File: config.mk
export PLATFORM = sky130hd
export DESIGN_NAME = addr_latch_bank
export DESIGN_NICKNAME = d
export VERILOG_FILES = /design/src/rtl/addr_latch_pkg.sv /design/src/rtl/al_mode_dec.sv /design/src/rtl/al_sel_dec.sv /design/src/rtl/al_store.sv /design/src/rtl/addr_latch_bank.sv
export SDC_FILE = /design/constraint.sdc
export NUM_CORES = 1
export LEC_CHECK = 0
export CAP_MARGIN = 40
export CORE_AREA = 8 8 45 47
export DETAILED_ROUTE_END_ITERATION = 12
export DIE_AREA = 0 0 53 55
export PLACE_DENSITY = 0.62
export SETUP_SLACK_MARGIN = 0.02
export SYNTH_ARGS = -nofsm -noshare
export SYNTH_HDL_FRONTEND = slang
export SYNTH_SLANG_ARGS = --single-unit
export TNS_END_PERCENT = 50
File: constraint.sdc
create_clock -name clk -period 0.8 [get_ports clk]
set_input_delay 0.12 -clock clk [delete_from_list [all_inputs] [get_ports clk]]
set_output_delay 0.12 -clock clk [all_outputs]
set_load 0.1 [all_outputs]
File: src/rtl/addr_latch_pkg.sv
package addr_latch_pkg;

    // Operating behaviour chosen by the two active-low controls
    typedef enum logic [1:0] {
        MD_WRITE_ONE  = 2'd0,  // write addressed bit, keep the rest
        MD_WRITE_EXCL = 2'd1,  // write addressed bit, clear the rest
        MD_FREEZE     = 2'd2,  // keep every bit
        MD_WIPE       = 2'd3   // clear every bit
    } al_mode_e;

    // Sampled request presented to the storage array
    typedef struct packed {
        al_mode_e mode;
        logic     din;
    } al_req_t;

    function automatic al_mode_e mode_from_pins(input logic wr_en_n, input logic clr_n);
        al_mode_e m;
        case ({wr_en_n, clr_n})
            2'b01:   m = MD_WRITE_ONE;
            2'b00:   m = MD_WRITE_EXCL;
            2'b11:   m = MD_FREEZE;
            default: m = MD_WIPE;
        endcase
        return m;
    endfunction

endpackage

File: src/rtl/al_mode_dec.sv
module al_mode_dec
    import addr_latch_pkg::*;
(
    input  logic    wr_en_n,
    input  logic    clr_n,
    input  logic    din,
    output al_req_t req
);
    always_comb begin
        req.mode = mode_from_pins(wr_en_n, clr_n);
        req.din  = din;
    end
endmodule

File: src/rtl/al_sel_dec.sv
module al_sel_dec #(
    parameter int SEL_W = 3,
    localparam int N    = 1 << SEL_W
) (
    input  logic [SEL_W-1:0] sel,
    output logic [N-1:0]     hit
);
    for (genvar k = 0; k < N; k++) begin : g_hit
        assign hit[k] = (sel == SEL_W'(k));
    end
endmodule

File: src/rtl/al_store.sv
module al_store
    import addr_latch_pkg::*;
#(
    parameter int N = 8
) (
    input  logic         clk,
    input  logic         rst,
    input  al_req_t      req,
    input  logic [N-1:0] hit,
    output logic [N-1:0] q
);
    for (genvar k = 0; k < N; k++) begin : g_bit
        always_ff @(posedge clk) begin
            if (rst) begin
                q[k] <= 1'b0;
            end else begin
                unique case (req.mode)
                    MD_WRITE_ONE:  if (hit[k]) q[k] <= req.din;
                    MD_WRITE_EXCL: q[k] <= hit[k] & req.din;
                    MD_FREEZE:     q[k] <= q[k];
                    MD_WIPE:       q[k] <= 1'b0;
                endcase
            end
        end
    end

    // frozen mode leaves every bit untouched
    p_freeze_stable_r3: assert property (@(posedge clk) disable iff (rst)
        req.mode == MD_FREEZE |=> $stable(q));

    // wipe mode empties the bank
    p_wipe_zero_r4: assert property (@(posedge clk) disable iff (rst)
        req.mode == MD_WIPE |=> q == '0);

    // clear-others mode leaves at most one bit set
    p_excl_onehot_r2: assert property (@(posedge clk) disable iff (rst)
        req.mode == MD_WRITE_EXCL |=> $onehot0(q));
endmodule

File: src/rtl/addr_latch_bank.sv
module addr_latch_bank
    import addr_latch_pkg::*;
#(
    parameter int SEL_W = 3,
    localparam int N    = 1 << SEL_W
) (
    input  logic             clk,
    input  logic             rst,
    input  logic [SEL_W-1:0] sel,
    input  logic             din,
    input  logic             wr_en_n,
    input  logic             clr_n,
    output logic [N-1:0]     q
);
    al_req_t      req;
    logic [N-1:0] hit;

    al_mode_dec u_mode (
        .wr_en_n (wr_en_n),
        .clr_n   (clr_n),
        .din     (din),
        .req     (req)
    );

    al_sel_dec #(.SEL_W(SEL_W)) u_sel (
        .sel (sel),
        .hit (hit)
    );

    al_store #(.N(N)) u_store (
        .clk (clk),
        .rst (rst),
        .req (req),
        .hit (hit),
        .q   (q)
    );

    // the addressed bit takes the data in single-bit write mode
    p_write_target_r1: assert property (@(posedge clk) disable iff (rst)
        (!wr_en_n && clr_n) |=> q[$past(sel)] == $past(din));

    // single-bit write changes at most one bit
    p_write_single_r1: assert property (@(posedge clk) disable iff (rst)
        (!wr_en_n && clr_n) |=> $countones(q ^ $past(q)) <= 1);

    // addressed bit follows data in clear-others mode
    p_excl_target_r2: assert property (@(posedge clk) disable iff (rst)
        (!wr_en_n && !clr_n) |=> q[$past(sel)] == $past(din));

    // power-on reset clears the bank
    p_reset_clear_r6: assert property (@(posedge clk)
        rst |=> q == '0);
endmodule

==> impl_metrics.ini <==
[worst_setup_path]
cp_num_buf_inv = 1
rr_worst_depth = 2
crit_path_max_fanout = 2
path_cells = buf_12
critPathArrivalTime_ns = 0.78
required_ns = 0.68
max_stage_delay_ns = 0.36
worstSetupPathType = reg -> out
r2r_end = u_store.q[4]
worst_path_max_delay_cell = dfxtp_4
r2r_slack_ns = 0.14
critPathTopFamily = flip-flops
worst_setup_path_end_kind = primary output
cp-start-kind = flop
regToRegStartpoint = u_store.q[4]

[cells_and_area]
area_growth_syn_to_layout_pct = 98.4
largest_reg_flops = 8
drive_gt1_share_pct = 64.4
multiInputGateArea_um2 = 267
fin_cells = 75
diodes = 0
seqCellArea_um2 = 190
nets = 69
reg_top3 = u_store.q: 8 flops
regMostFlops = u_store.q
nFillCells = 130

[power_and_ir_drop]
p_leak_nw = 0.297
swShare_pct = 26.9
vdd_ir_drop_max_v = 0.000947
power_frac_clock_pct = 33.9
switchingPower_w = 0.000239
p_int_w = 0.000649
pwr-share-seq_pct = 43.7
p_per_area_nw_per_um2 = 1140
p_comb_share_pct = 22.4

[synthesis]
synth_largest_area_cell = dfxtp_1
synth_common_cells = dfxtp_1 (8), mux2i_1 (8), nand3b_1 (8)
seq_area_frac_synth_pct = 40.6
synth.top_cell.area_share_pct = 40.6
netlist_area_um2 = 394
syn_avg_cell_area_um2 = 11.3
synthTopCellsByArea = dfxtp_1 (41%), mux2i_1 (20%), nand3b_1 (15%), nor4b_1 (6.7%), and4bb_2 (6.3%)
synthArstFlopShare_pct = 0
synthCells = 35
ys.flop_type = dfxtp_1
ys_ff_latch = 8
syn-num-nets = 43
yosys.cell_types.count = 11
yosys_warnings = 0
synth_edf_count = 0

[clock_network]
clkLatencyLatePin_ns = 0.24
cts_tree = built
cts_buffers = 3
cts_root_buffer = clkbuf_4
cts.sinks = 8
clockBufferDepth = 2
cts_hold_buf = 0
h-tree-depth = 1
cts_setup_buffers = 0
clk_pin_slew_ns = 0.06

[placed_design]
dp_slack_ns = -0.617
place.port_buffers = 15
dp.cells = 72
place_congestion = 0.683

[global_routing]
grt_max_degree = 9
grt_overflow_total = 0
grt_first_pass_wirelength_um = 1650
grt_pass1_vias = 381
grt_use_total_pct = 7.60
antenna_found_initial = 0

[outcome]
status = finished with violations
failed_checks = negative setup slack

[floorplan]
coreArea_um2 = 1380
die_w_um = 53
ios = 16
rows = 14
die_y_um = 55
start_util_pct = 28.5
die_area_um2 = 2920

[sta]
fin_ws_ns = -0.0970
hold_viol_final = 0
finalSetupViolCount = 9
period_share_pct = 112
finClkSkew_ns = 0
tightest_slew_ns = 0.291
layout_min_cycle_time_ns = 0.897
slew_violations = 0
relSlewSlack_pct = 80.6
max_freq_mhz = 1110
rsz0062_at_grt = yes

[route]
drtAntennaViolNets = 0
detail_route.vias_per_cell = 4.76
dr.pass1.iters = 4
drt-total-wl_um = 1010
route.detailed.drc = 0
vias = 357
wl_per_cell_um = 13.5
drtIter0Drc = 6

[worst_hold_path]
hp-start = sel[1]
min_path_type = in -> reg
hold_path_depth = 3
hold_end = u_store.q[4]

[job]
max-cap-violations = 0
[kinds of logic after synthesis]
family	share of synthesized area (%)
buf+inv	2.22
flops	40.6
mux	20.3
simple gates	36.8
[layout make-up]
cell class	count	share of cell area, %
Clock buffer	3	2.88
Multi-Input combinational cell	25	34.1
Sequential cell	8	24.3
Tap cell	16	2.56
Timing Repair Buffer	23	36.2
[power by group through the flow]
stage	clock network [W]	registers, W	logic (W)
floorplan	0	0.000436	0.0000423
global placement	0	0.000397	0.000189
detailed placement	0	0.000397	0.000189
CTS	0.000317	0.000388	0.000198
global route	0.000333	0.000389	0.000209
finish	0.000301	0.000388	0.000199
[layer usage]
metal	part of all wire, %	vias up	routed length [µm]	track usage [%]
met3	6.7	0	68	3.21
li1	-	185	-	-
met5	0	-	0	0
met2	48	11	484	10.9
met4	0	0	0	5.17
met1	45	161	459	8.99
[timing repair]
action,4_1_cts,5_1_grt
endpoints found under the setup margin,16,12
gates resized for setup,26,0
gates cloned,0,0
hold endpoints to repair,0,0
pin swaps,3,0
[worst max-delay path by stage]
stage,to,startpoint,depth (start not counted)
floorplan,u_store.q[7],u_store.q[7],2
global placement,u_store.q[2],sel[2],4
detailed placement,u_store.q[2],sel[2],4
CTS,q[4],u_store.q[4],1
global route,q[5],u_store.q[5],1
finish,q[4],u_store.q[4],1
[cells in the final DEF (no fill, tap or decap), drive strengths merged]
cell,synthesis,layout
buf,1,18
nand3b,8,8
mux2i,8,8
dfxtp,8,8
clkbuf,1,3
dlygate4sd2,0,3
and4bb,3,3
nor4b,3,3
clkdlybuf4s15,0,2
nand2b,1,1
nor4,1,1
nand4b,1,1
[worst register-to-register path, stage by stage, from the launching register on]
cell and delay, ns:
dfxtp_4 0.36, nand3b_1 0.08, mux2i_1 0.14
[through the flow]
step | area, µm² | hold slack [ns] | util (%) | setup TNS (ns) | power (W)
finish | 782 | 0.260 | 56.5 | -0.724 | 0.000888
detailed placement | 726 | 0.512 | 52.4 | -4.38 | 0.000586
floorplan | 424 | 0.295 | - | -0.00841 | 0.000478
global placement | 726 | 0.506 | 52.4 | -4.31 | 0.000586
global route | 782 | 0.271 | 56.5 | -1.05 | 0.000930
CTS | 782 | 0.252 | 56.5 | -0.830 | 0.000903
(Power assumes the default switching activity.)
